**config.mk**
```make
export PLATFORM = sky130hd
export DESIGN_NAME = rng_cmd_ctrl
export DESIGN_NICKNAME = d
export VERILOG_FILES = /design/src/rtl/rng_cmd_pkg.sv /design/src/rtl/rng_lfsr.sv /design/src/rtl/rng_seq.sv /design/src/rtl/rng_irq.sv /design/src/rtl/rng_cmd_ctrl.sv
export SDC_FILE = /design/constraint.sdc
export NUM_CORES = 1
export LEC_CHECK = 0
export BUFFER_PORTS_ARGS = -buffer_cell sky130_fd_sc_hd__buf_2
export CORE_ASPECT_RATIO = 0.9
export CORE_MARGIN = 2
export CORE_UTILIZATION = 45
export DETAILED_ROUTE_END_ITERATION = 16
export SLEW_MARGIN = 25
export SYNTH_ARGS = -nofsm -noshare
export SYNTH_HDL_FRONTEND = slang
export SYNTH_SLANG_ARGS = --single-unit
```
**constraint.sdc**
```tcl
create_clock -name clk_i -period 2.8 [get_ports clk_i]
set_input_delay 0.28 -clock clk_i [delete_from_list [all_inputs] [get_ports clk_i]]
set_output_delay 0.28 -clock clk_i [all_outputs]
set_load 0.02 [all_outputs]
```
**src/rtl/rng_cmd_pkg.sv**
```systemverilog
package rng_cmd_pkg;
  localparam int AW = 8;
  localparam int DW = 32;
  localparam int NEV = 5;

  localparam logic [AW-1:0] OFS_CMD   = 8'h00;
  localparam logic [AW-1:0] OFS_STAT  = 8'h04;
  localparam logic [AW-1:0] OFS_MODE  = 8'h08;
  localparam logic [AW-1:0] OFS_IEN   = 8'h10;
  localparam logic [AW-1:0] OFS_IST   = 8'h14;
  localparam logic [AW-1:0] OFS_FEAT  = 8'h1C;
  localparam logic [AW-1:0] OFS_DATA  = 8'h20;
  localparam logic [AW-1:0] OFS_BUILD = 8'h68;

  localparam int STAT_SEEDED_BIT = 9;
  localparam int MODE_WIDE_BIT   = 3;
  localparam int IEN_GLOBAL_BIT  = 31;

  // event bit positions, shared by enable and status
  localparam int EV_RDY    = 0;
  localparam int EV_SEED   = 1;
  localparam int EV_AGE    = 2;
  localparam int EV_REQLK  = 3;
  localparam int EV_LFSRLK = 4;

  localparam logic [63:0] LFSR_INIT = 64'h1;

  typedef enum logic [1:0] {
    CMD_NOP    = 2'd0,
    CMD_GEN    = 2'd1,
    CMD_RESEED = 2'd2,
    CMD_NONCE  = 2'd3
  } cmd_e;
endpackage

```
**src/rtl/rng_lfsr.sv**
```systemverilog
module rng_lfsr
  import rng_cmd_pkg::*;
#(
  parameter int WORD_W = 32,
  localparam int SW = 2 * WORD_W
) (
  input  logic          clk_i,
  input  logic          rst_ni,
  input  logic          step_i,
  input  logic          mix_i,
  input  logic          nonce_i,
  input  logic [SW-1:0] seed_i,
  output logic [WORD_W-1:0] word_o,
  output logic          zero_o
);
  logic [SW-1:0] state_q, nxt, cand;

  assign nxt    = {state_q[SW-2:0], state_q[SW-1] ^ state_q[SW-2] ^ state_q[SW-4] ^ state_q[SW-5]};
  assign word_o = nxt[SW-1:WORD_W] ^ nxt[WORD_W-1:0];
  assign cand   = nonce_i ? seed_i : (state_q ^ seed_i);
  assign zero_o = mix_i && (cand == '0);

  always_ff @(posedge clk_i or negedge rst_ni) begin
    if (!rst_ni)        state_q <= SW'(LFSR_INIT);
    else if (mix_i)     state_q <= zero_o ? SW'(LFSR_INIT) : cand;
    else if (step_i)    state_q <= nxt;
  end
endmodule

```
**src/rtl/rng_seq.sv**
```systemverilog
module rng_seq
  import rng_cmd_pkg::*;
#(
  parameter int GEN_CYC   = 8,
  parameter int SEED_CYC  = 16,
  parameter int NWORDS    = 8,
  parameter int AGE_LIMIT = 4,
  localparam int MAXC  = (SEED_CYC > GEN_CYC) ? SEED_CYC : GEN_CYC,
  localparam int CW    = $clog2(MAXC) + 1,
  localparam int AGE_W = $clog2(AGE_LIMIT + 1)
) (
  input  logic          clk_i,
  input  logic          rst_ni,
  input  logic          cmd_we_i,
  input  cmd_e          cmd_i,
  input  logic          wide_i,
  output logic          step_o,
  output logic          load_o,
  output logic [CW-1:0] idx_o,
  output logic          gen_done_o,
  output logic          seed_done_o,
  output logic          nonce_o,
  output logic          lockup_o,
  output logic          age_o,
  output logic          seeded_o,
  output logic          busy_o
);
  localparam logic [CW-1:0] GEN_LAST  = CW'(GEN_CYC - 1);
  localparam logic [CW-1:0] SEED_LAST = CW'(SEED_CYC - 1);

  logic             busy_q, seeded_q, half_q, start, last;
  cmd_e             op_q;
  logic [CW-1:0]    cnt_q, nwords;
  logic [AGE_W-1:0] age_q;

  assign lockup_o    = cmd_we_i && (cmd_i != CMD_NOP) &&
                       (busy_q || (cmd_i == CMD_GEN && !seeded_q));
  assign start       = cmd_we_i && (cmd_i != CMD_NOP) && !lockup_o;
  assign last        = busy_q && (cnt_q == '0);
  assign step_o      = busy_q && (op_q == CMD_GEN);
  assign idx_o       = GEN_LAST - cnt_q;
  assign nwords      = half_q ? CW'(NWORDS / 2) : CW'(NWORDS);
  assign load_o      = step_o && (idx_o < nwords);
  assign gen_done_o  = last && (op_q == CMD_GEN);
  assign seed_done_o = last && (op_q != CMD_GEN);
  assign nonce_o     = op_q == CMD_NONCE;
  assign age_o       = gen_done_o && (age_q == AGE_W'(AGE_LIMIT - 1));
  assign seeded_o    = seeded_q;
  assign busy_o      = busy_q;

  always_ff @(posedge clk_i or negedge rst_ni) begin
    if (!rst_ni) begin
      busy_q <= 1'b0;
      op_q   <= CMD_NOP;
      cnt_q  <= '0;
      half_q <= 1'b0;
    end else if (start) begin
      busy_q <= 1'b1;
      op_q   <= cmd_i;
      cnt_q  <= (cmd_i == CMD_GEN) ? GEN_LAST : SEED_LAST;
      half_q <= !wide_i;
    end else if (busy_q) begin
      if (last) busy_q <= 1'b0;
      else      cnt_q  <= cnt_q - 1'b1;
    end
  end

  always_ff @(posedge clk_i or negedge rst_ni) begin
    if (!rst_ni) begin
      seeded_q <= 1'b0;
      age_q    <= '0;
    end else if (seed_done_o) begin
      seeded_q <= 1'b1;
      age_q    <= '0;
    end else if (gen_done_o && age_q != AGE_W'(AGE_LIMIT)) begin
      age_q    <= age_q + 1'b1;
    end
  end
endmodule

```
**src/rtl/rng_irq.sv**
```systemverilog
module rng_irq
  import rng_cmd_pkg::*;
(
  input  logic           clk_i,
  input  logic           rst_ni,
  input  logic           ien_we_i,
  input  logic           ist_we_i,
  input  logic [DW-1:0]  wdata_i,
  input  logic [NEV-1:0] ev_i,
  output logic [DW-1:0]  ien_o,
  output logic [NEV-1:0] ist_o,
  output logic           irq_o
);
  localparam logic [DW-1:0] IEN_MASK = (DW'(1) << IEN_GLOBAL_BIT) | DW'((1 << NEV) - 1);

  logic [DW-1:0]  ien_q;
  logic [NEV-1:0] ist_q, clr;

  assign clr = ist_we_i ? wdata_i[NEV-1:0] : '0;

  always_ff @(posedge clk_i or negedge rst_ni) begin
    if (!rst_ni) begin
      ien_q <= '0;
      ist_q <= '0;
    end else begin
      if (ien_we_i) ien_q <= wdata_i & IEN_MASK;
      ist_q <= (ist_q & ~clr) | ev_i;
    end
  end

  assign ien_o = ien_q;
  assign ist_o = ist_q;
  assign irq_o = ien_q[IEN_GLOBAL_BIT] && |(ien_q[NEV-1:0] & ist_q);
endmodule

```
**src/rtl/rng_cmd_ctrl.sv**
```systemverilog
module rng_cmd_ctrl
  import rng_cmd_pkg::*;
#(
  parameter int    NWORDS    = 8,
  parameter int    GEN_CYC   = 8,
  parameter int    SEED_CYC  = 16,
  parameter int    AGE_LIMIT = 4,
  parameter bit    MAX_WIDE  = 1'b1,
  localparam int   IW = $clog2(NWORDS),
  localparam int   MAXC = (SEED_CYC > GEN_CYC) ? SEED_CYC : GEN_CYC,
  localparam int   CW = $clog2(MAXC) + 1
) (
  input  logic          clk_i,
  input  logic          rst_ni,
  input  logic          wr_en_i,
  input  logic          rd_en_i,
  input  logic [AW-1:0] addr_i,
  input  logic [DW-1:0] wdata_i,
  output logic [DW-1:0] rdata_o,
  input  logic [63:0]   seed_i,
  output logic          irq_o
);
  localparam logic [DW-1:0] FEAT_WORD  = {28'd0, 1'b1, 1'b1, 1'b0, MAX_WIDE};
  localparam logic [DW-1:0] BUILD_WORD = {26'd0, 1'b0, 1'b1, 1'b1, MAX_WIDE, 2'b00};

  logic [DW-1:0]  data_q [NWORDS];
  logic [DW-1:0]  ien_rd, rd_val, word;
  logic [AW-1:0]  data_ofs;
  logic [NEV-1:0] ist, ev;
  logic [CW-1:0]  idx;
  logic wide_q, seeded, busy, gen_done, seed_done, nonce, step, load, lockup, age, lfsr_lock;

  rng_seq #(
    .GEN_CYC(GEN_CYC), .SEED_CYC(SEED_CYC), .NWORDS(NWORDS), .AGE_LIMIT(AGE_LIMIT)
  ) u_seq (
    .clk_i(clk_i), .rst_ni(rst_ni),
    .cmd_we_i(wr_en_i && addr_i == OFS_CMD),
    .cmd_i(cmd_e'(wdata_i[1:0])),
    .wide_i(wide_q),
    .step_o(step), .load_o(load), .idx_o(idx),
    .gen_done_o(gen_done), .seed_done_o(seed_done), .nonce_o(nonce),
    .lockup_o(lockup), .age_o(age), .seeded_o(seeded), .busy_o(busy)
  );

  rng_lfsr #(.WORD_W(DW)) u_lfsr (
    .clk_i(clk_i), .rst_ni(rst_ni),
    .step_i(step), .mix_i(seed_done), .nonce_i(nonce), .seed_i(seed_i),
    .word_o(word), .zero_o(lfsr_lock)
  );

  always_comb begin
    ev            = '0;
    ev[EV_RDY]    = gen_done;
    ev[EV_SEED]   = seed_done;
    ev[EV_AGE]    = age;
    ev[EV_REQLK]  = lockup;
    ev[EV_LFSRLK] = lfsr_lock;
  end

  rng_irq u_irq (
    .clk_i(clk_i), .rst_ni(rst_ni),
    .ien_we_i(wr_en_i && addr_i == OFS_IEN),
    .ist_we_i(wr_en_i && addr_i == OFS_IST),
    .wdata_i(wdata_i), .ev_i(ev),
    .ien_o(ien_rd), .ist_o(ist), .irq_o(irq_o)
  );

  always_ff @(posedge clk_i or negedge rst_ni) begin
    if (!rst_ni)                          wide_q <= 1'b0;
    else if (wr_en_i && addr_i == OFS_MODE) wide_q <= wdata_i[MODE_WIDE_BIT] & MAX_WIDE;
  end

  always_ff @(posedge clk_i or negedge rst_ni) begin
    if (!rst_ni) begin
      for (int k = 0; k < NWORDS; k++) data_q[k] <= '0;
    end else begin
      for (int k = 0; k < NWORDS; k++)
        if (load && idx == CW'(k)) data_q[k] <= word;
    end
  end

  assign data_ofs = addr_i - OFS_DATA;

  always_comb begin
    rd_val = '0;
    if (addr_i == OFS_STAT)       rd_val[STAT_SEEDED_BIT] = seeded;
    else if (addr_i == OFS_MODE)  rd_val[MODE_WIDE_BIT]   = wide_q;
    else if (addr_i == OFS_IEN)   rd_val = ien_rd;
    else if (addr_i == OFS_IST)   rd_val = DW'(ist);
    else if (addr_i == OFS_FEAT)  rd_val = FEAT_WORD;
    else if (addr_i == OFS_BUILD) rd_val = BUILD_WORD;
    else if (addr_i >= OFS_DATA && data_ofs < AW'(4 * NWORDS) && data_ofs[1:0] == 2'b00)
      rd_val = data_q[data_ofs[IW+1:2]];
  end

  assign rdata_o = rd_en_i ? rd_val : '0;
endmodule

```
Word-level counts from Yosys, hierarchy flattened
Cells that the tools add are included.
{ "totals": {"register_bits": 345, "inputBits": 108, "output_inout_bits": 33, "wordCells": 128} }
{ "op_classes": {"n_addsub": 4, "n_lt_le_gt_ge": 4, "n_eq_ne": 20, "n_mux": 30, "bitwise_logic": 10, "n_reduce_logical": 42} }
{ "ops": {"columns": ["op", "count"], "rows": [
  ["two-way mux 32 bit", 8],
  ["two-way mux 64 bit", 4],
  ["binary-select mux 32 bit (select 3 bit)", 1],
  ["zero test 64 bit", 1],
  ["XOR 64 bit", 1],
  ["XOR 32 bit", 1],
  ["two-way mux 28 bit", 1],
  ["logical AND 1 bit", 27],
  ["== test 8 x 5 -> 1 bit, second input constant", 3],
  ["two-way mux 22 bit", 1],
  ["== test 5 x 3 -> 1 bit, second input constant", 4],
  ["two-way mux 5 bit", 4],
  ["bitwise AND 5 bit", 2],
  ["== test 5 x 2 -> 1 bit, second input constant", 2],
  ["zero test 5 bit", 2],
  ["two-way mux 3 bit", 3],
  ["two-way mux 9 bit", 1],
  ["== test 8 x 3 -> 1 bit, second input constant", 1],
  ["== test 8 x 4 -> 1 bit, second input constant", 1],
  ["== test 8 x 7 -> 1 bit, second input constant", 1],
  ["greater-or-equal comparator 8 x 6 -> 1 bit, second input constant", 1],
  ["zero test 8 bit", 1],
  ["less-than comparator 8 x 6 -> 1 bit, second input constant", 1],
  ["two-way mux 4 bit", 2],
  ["23 further kinds", 36]
]} }

Longest topological paths before layout
{ "logic_depth": {"word_depth": 13, "depth_mapped": 10, "mapped_depth_nobuf": 9} }

By module
A second synthesis with hierarchy kept.
{ "unflattened": {"hier_cells": 1604, "area_unflattened_um2": 19422.4} }
{ "modules_own_cells": {"columns": ["module", "n_inst", "cells_each", "area_per_inst_um2", "seq_area_each_um2"], "rows": [
  ["rng_cmd_ctrl", 1, 759, 12087.8, 6431.2],
  ["rng_lfsr", 1, 711, 5914.4, 1602.8],
  ["rng_seq", 1, 76, 763.2, 325.3],
  ["rng_irq", 1, 58, 656.9, 275.3]
]} }

Worst setup path before layout
No wires, ideal clock.
{ "synth_timing": {"kind": "reg-to-reg", "start": "reg u_seq.cnt_q[0]", "end": "reg u_lfsr.state_q[10]", "setup_ps": 133, "arrival_ps": 2135, "required_ps": 2667, "slack_ps": 532, "stages_incl_launch_ff": 8, "path_buffers": 1, "period_less_slack_ps": 2268, "cell_sequence": "dfrtp_1 > inv_1 > ha_1 > nor4b_1 > nand2_1 > nor2_1 > buf_2 > a221oi_1"} }
{ "synth_via": {"elab_chain_cells": 6, "word_cells_on_any_way": 7, "cone_classes": "2 x mux; 5 x reduce/logical"} }
{ "synth_rtl": {"columns": ["element", "line_no", "rtl"], "rows": [
  ["from (decl)", "rng_seq.sv:33", "logic [CW-1:0] cnt_q, nwords;"],
  ["from (signal assigned)", "rng_seq.sv:60", "cnt_q <= (cmd_i == CMD_GEN) ? GEN_LAST : SEED_LAST;"],
  ["from (signal assigned)", "rng_seq.sv:64", "else cnt_q <= cnt_q - 1'b1;"],
  ["zero test 5 bit (*)", "rng_seq.sv:39", "assign last = busy_q && (cnt_q == '0);"],
  ["logical AND 1 bit (*)", "rng_seq.sv:39", null],
  ["logical AND 1 bit (*)", "rng_seq.sv:45", "assign seed_done_o = last && (op_q != CMD_GEN);"],
  ["logical AND 1 bit", "rng_lfsr.sv:21", "assign zero_o = mix_i && (cand == '0);"],
  ["two-way mux 64 bit (2 in a row)", "rng_lfsr.sv:25", "else if (mix_i) state_q <= zero_o ? SW'(LFSR_INIT) : cand;"],
  ["to (signal assigned)", "rng_lfsr.sv:24", "if (!rst_ni) state_q <= SW'(LFSR_INIT);"],
  ["to (signal assigned)", "rng_lfsr.sv:25", null],
  ["to (signal assigned)", "rng_lfsr.sv:26", "else if (step_i) state_q <= nxt;"],
  ["to (decl)", "rng_lfsr.sv:16", "logic [SW-1:0] state_q, nxt, cand;"]
]} }
Every way passes the cells marked *; elsewhere a longest branch is shown, timed or not.
A chain may end at the register's enable or synchronous reset.

Worst setup path in the final report
{ "layout_timing": {"start": "reg data_q[2] in the netlist's numbering", "end": "out rdata_o[2]"} }
{ "layout_via": {"elab_chain_cells": 11} }
{ "layout_rtl": {"columns": ["element", "line_no", "rtl"], "rows": [
  ["from (decl)", "rng_cmd_ctrl.sv:26", "logic [DW-1:0] data_q [NWORDS];"],
  ["from (signal, indexed assignment)", "rng_cmd_ctrl.sv:78", "if (load && idx == CW'(k)) data_q[k] <= word;"],
  ["binary-select mux 32 bit (select 3 bit)", "rng_cmd_ctrl.sv:93", "rd_val = data_q[data_ofs[IW+1:2]];"],
  ["two-way mux 32 bit (not written as such) (2 in a row)", "rng_cmd_ctrl.sv:93", null],
  ["two-way mux 32 bit", "rng_cmd_ctrl.sv:92", "else if (addr_i >= OFS_DATA && data_ofs < AW'(4 * NWORDS) && data_ofs[1:0] == 2'b00)"],
  ["two-way mux 32 bit", "rng_cmd_ctrl.sv:91", "else if (addr_i == OFS_BUILD) rd_val = BUILD_WORD;"],
  ["two-way mux 32 bit", "rng_cmd_ctrl.sv:90", "else if (addr_i == OFS_FEAT) rd_val = FEAT_WORD;"],
  ["two-way mux 32 bit", "rng_cmd_ctrl.sv:89", "else if (addr_i == OFS_IST) rd_val = DW'(ist);"],
  ["two-way mux 32 bit", "rng_cmd_ctrl.sv:88", "else if (addr_i == OFS_IEN) rd_val = ien_rd;"],
  ["two-way mux 3 bit", "rng_cmd_ctrl.sv:87", "else if (addr_i == OFS_MODE) rd_val[MODE_WIDE_BIT] = wide_q;"],
  ["two-way mux 9 bit", "rng_cmd_ctrl.sv:86", "if (addr_i == OFS_STAT) rd_val[STAT_SEEDED_BIT] = seeded;"],
  ["two-way mux 32 bit", "rng_cmd_ctrl.sv:96", "assign rdata_o = rd_en_i ? rd_val : '0;"],
  ["to (decl)", "rng_cmd_ctrl.sv:19", "output logic [DW-1:0] rdata_o,"]
]} }
No other way between the ends. The select of a mux whose other input is x is not followed.

==> qor_table.md <==
| Group | Item | This run |
|:---|:---|:---|
| global routing | First-pass GRT wire length | 79860 um |
| cts | Worst-case clock buffer depth | 3 |
| routing | Final ANT Viol Nets | 0 |
| layout | Fraction of layout cells with a size suffix above 1 | 0.1569 |
| sta | Setup TNS | 0 ns |
| sta | Maximum achievable frequency | 378.4 MHz |
| synthesis | Netlist cell types | 54 |
| placement | Placed Cells | 2459 |
| sta | Transition time at the pin with the least slew margin | 0.9933 ns |
| layout | Most frequent standard cell in the layout excluding fill and tap cells | sky130_fd_sc_hd__dfrtp_1 |
| pwr | Power per cell area | 553.6 nW/um^2 |
| layout | Commonest cells after routing, fill and taps aside | sky130_fd_sc_hd__dfrtp_1 (344), sky130_fd_sc_hd__nand2_1 (299), sky130_fd_sc_hd__o21ai_0 (264) |
| synthesis | FFs w/ async S/R, synth | 1.000 |
| worst setup path | Startpoint kind of the worst setup timing path | register |
| cts | Clock tree from TritonCTS | built |
| synthesis | Synth warnings | 0 |
| global routing | Pin count of the biggest net entering global routing | 73 |
| global routing | Number of global-route vias before repair | 14150 |
| placement | Count of input and output buffers | 114 |
| routing | WL met2 | 23410 um |
| routing | Uppermost layer routed | met5 |
| pwr | Final Power | 11.33 mW |
| synthesis | Register bit count reported by yosys | 345 |
| routing | Post-DR wirelength/cell | 19.64 um |
| synthesis | Synth Flop Type | sky130_fd_sc_hd__dfrtp_1 |
| routing | Number of vias after detailed routing | 14470 |
| worst setup path | Kind of cell adding the most delay to the critical path | multiplexers |
| status | Outcome | finished, final reports clean |
| floorplanning | Number of top-level pins | 141 |
| floorplanning | Die boundary height | 193.5 um |
| layout | Count of filler cells inserted in the layout | 3647 |
| routing | Vias per cell | 5.695 |
| placement | Post-DP HPWL | 33580 um |
| worst setup path | Crit path max fanout | 2 |
| routing | Starting DRT DRC Count | 1165 |
| floorplanning | Row cnt | 69 |
| cts | Clock latency reported for the late side of the worst-skew pair | 0.53 ns |
| synthesis | Cell area after technology mapping | 17950 um^2 |
| worst setup path | Endpoint required time on the critical path | 2.52 ns |
| floorplanning | Starting density of the core | 0.4559 |
| synthesis | Cells taking the most area after synthesis | sky130_fd_sc_hd__dfrtp_1 (48%), sky130_fd_sc_hd__mux4_2 (8.0%), sky130_fd_sc_hd__o21ai_0 (7.4%), sky130_fd_sc_hd__nand2_1 (6.3%), sky130_fd_sc_hd__nor2_1 (4.0%) |
| layout | Post-Route Utilization | 0.5198 |
| routing | Met3 wire len | 2729 um |
| cts | Count of H-tree levels built during CTS | 2 |
| cts | TritonCTS buffer count | 38 |
| floorplanning | Floorplan Core Area | 39370 um^2 |
| sta | Hold violation total from the final report | 0 |
| synthesis | Share of Yosys cell area claimed by the top area cell type | 0.4796 |
| routing | Post-route DRC | 0 |
| sta | Worst slew margin relative to its limit | 0.3330 |
| job | Reported max-cap violation count | 0 |
| sta | Worst clock skew | 0.01547 ns |
| floorplanning | Die X-Extent | 214.5 um |
| floorplanning | Total die area | 41500 um^2 |
| pwr | Peak supply drop | 420.8 uV |
| worst setup path | Critical path, cell by cell | mux4_2 > mux2i_1 > o21ai_0 > a21oi_1 > a31oi_1 > a21oi_1 > nor2_1 > buf_2 |
| synthesis | Per-instance average area after synthesis | 9.377 um^2 |
| worst setup path | Slowest Stage Delay on Critical Path | 0.46 ns |
| placement | Placement-stage cell area | 19160 um^2 |
| sta | Min Tclk post-route | 2.643 ns |
| worst setup path | Kind of end point of the critical path | output pin |
| layout | Count of placed standard cells in the final layout, fillers left out | 2540 |
| layout | Cell area after layout | 20460 um^2 |
| synthesis | Post-synthesis cell count | 1914 |
| hold path | Kind of path behind the tightest hold check | in2reg |
| global routing | Overall fraction of global-route tracks in use | 0.2428 |
| synthesis | Number of enable-type register cells in the synthesized netlist | 0 |
| layout | Number of nets in the layout | 2089 |
| sta | Final slew viol count | 0 |
| worst setup path | Worst Setup Path Type | reg2out |
| global routing | Antenna violations before repair | 7 |
| cts | Clk sinks | 345 |
| cts | Number of cells upsized or downsized after cts | 0 |
| routing | Total length of routed wires | 49890 um |
| sta | Final cycle utilization of the critical path | 0.9439 |
| synthesis | Post-synthesis net count | 2032 |
| worst setup path | Critical path buffers and inverters | 1 |
| sta | Number of failing setup endpoints in the final timing report | 0 |
| synthesis | Cell taking the most area after synthesis | sky130_fd_sc_hd__dfrtp_1 |
| sta | Setup repair after global routing missed its margin | no |
| routing | Met1 Wirelength | 22180 um |
| worst setup path | Master of the slowest instance on the critical path | sky130_fd_sc_hd__mux4_2 |
| pwr | Leakage dissipation | 9.002 nW |
| worst setup path | Crit path top cell by count | sky130_fd_sc_hd__a21oi_1 |
| cts | Clock tree root buffer cell | sky130_fd_sc_hd__clkbuf_16 |
| synthesis | Sequential fraction of the synthesis area | 0.4811 |
| routing | Detailed-routing iteration count for the pre-antenna-repair pass | 5 |
| layout | Synth-to-Final Area Change | 14.00% |
| global routing | Leftover overflow at the end of global routing | 0 |
| worst setup path | Crit path arrival time | 2.36 ns |
| cts | Clk pin slew, worst setup/hold paths | 0.06 ns |
| placement | Weighted congestion at the end of routability-driven global placement | 0.8697 |
[timing repair]
item	4_1_cts	5_1_grt
setup endpoints to repair	0	0
buffers inserted	0	0
endpoints found under the hold margin	68	0
hold buffers	4	0
[metrics by stage]
stage          setup WS [ns]  hold slack [ns]
2_1_floorplan         0.5322         -0.01559
3_3_place_gp          0.2794           0.3008
3_5_place_dp          0.2180           0.3007
4_1_cts              0.09594          0.02423
5_1_grt              0.05603          0.02981
6_report              0.1572          0.04035
[routing by layer]
layer / track usage / vias up
met4: 0.07793 / 6
met1: 0.3324 / 7099
met2: 0.3963 / 387
met3: 0.04104 / 82
li1: - / 6891
met5: 0 / -
[cells by family (layout without fill, tap and decap cells)]
group / Yosys count / count (layout) / synth area share
compound gates: 536 / 536 / 0.1700
flops: 345 / 345 / 0.4811
buf+inv: 206 / 293 / 0.04678
fa+ha+maj: 10 / 10 / 0.006971
simple gates: 629 / 629 / 0.1510
mux: 105 / 105 / 0.1037
xor+xnor: 83 / 83 / 0.04050
other cells: 0 / 7 / 0
[path summary, 6_finish.rpt]
check	start	to	slack, ns	cells past startpoint
max in group asynchronous	rst_ni	data_q[253]$_DFFE_PN0P_	1.61	3
hold / removal	wdata_i[0]	u_seq.op_q[0]$_DFFE_PN0P_	0.04	3
setup / recovery	data_q[2]$_DFFE_PN0P_	rdata_o[2]	0.16	8
setup reg to reg	u_seq.op_q[1]$_DFFE_PN0P_	data_q[94]$_DFFE_PN0P_	0.22	7
min in group asynchronous	rst_ni	data_q[236]$_DFFE_PN0P_	0.32	2
hold reg to reg	data_q[138]$_DFFE_PN0P_	data_q[138]$_DFFE_PN0P_	0.48	2
[state kept, by name, indices dropped and copies added (netlist names)]
register	count
u_seq.half_q	1
u_irq.ist_o	5
u_seq.cnt_q	5
wide_q	1
u_irq.ien_o	6
u_seq.busy_o	1
u_lfsr.state_q	64
data_q	256
u_seq.seeded_o	1
u_seq.age_q	3
u_seq.op_q	2
[synthesized netlist by cell type, types with 28 or more instances]
| cell type | n |
|---|---|
| sky130_fd_sc_hd__inv_1 | 55 |
| sky130_fd_sc_hd__o21ai_0 | 264 |
| sky130_fd_sc_hd__o21ai_1 | 122 |
| sky130_fd_sc_hd__nand2_1 | 301 |
| sky130_fd_sc_hd__buf_2 | 47 |
| sky130_fd_sc_hd__mux2i_1 | 34 |
| sky130_fd_sc_hd__clkbuf_1 | 83 |
| sky130_fd_sc_hd__a221oi_1 | 46 |
| sky130_fd_sc_hd__nand3_1 | 49 |
| sky130_fd_sc_hd__xnor2_1 | 63 |
| sky130_fd_sc_hd__dfrtp_1 | 344 |
| sky130_fd_sc_hd__nor2_1 | 192 |
| sky130_fd_sc_hd__mux4_2 | 64 |
| sky130_fd_sc_hd__nand4_1 | 28 |
[where the power goes]
part	internal, mW	switching, mW	total (mW)
Clock	2.94	2.05	4.99
Sequential	5.08	0.173	5.25
Combinational	0.405	0.680	1.09
[layout make-up]
type,count,area (um^2),area share
flip-flops and latches,345,8635,0.4220
diodes,7,17.52,0.0008561
repair buffers,168,1201,0.05870
well taps,532,665.6,0.03253
multi-input cells,1363,8492,0.4150
clock inverters,18,190.2,0.009294
clock buffers,52,1055,0.05155
inverters,55,206.4,0.01009
[worst register-to-register path, stage by stage, from the launching register on]
cell and delay [ns]:
sky130_fd_sc_hd__dfrtp_1 0.44, sky130_fd_sc_hd__and2b_1 0.25, sky130_fd_sc_hd__nand2_2 0.07, sky130_fd_sc_hd__or4_4 0.45, sky130_fd_sc_hd__nor3_4 0.36, sky130_fd_sc_hd__nand2_4 0.52, sky130_fd_sc_hd__nand2_1 0.22, sky130_fd_sc_hd__o21ai_0 0.11
No activity file was read; power rests on OpenSTA's default activity.
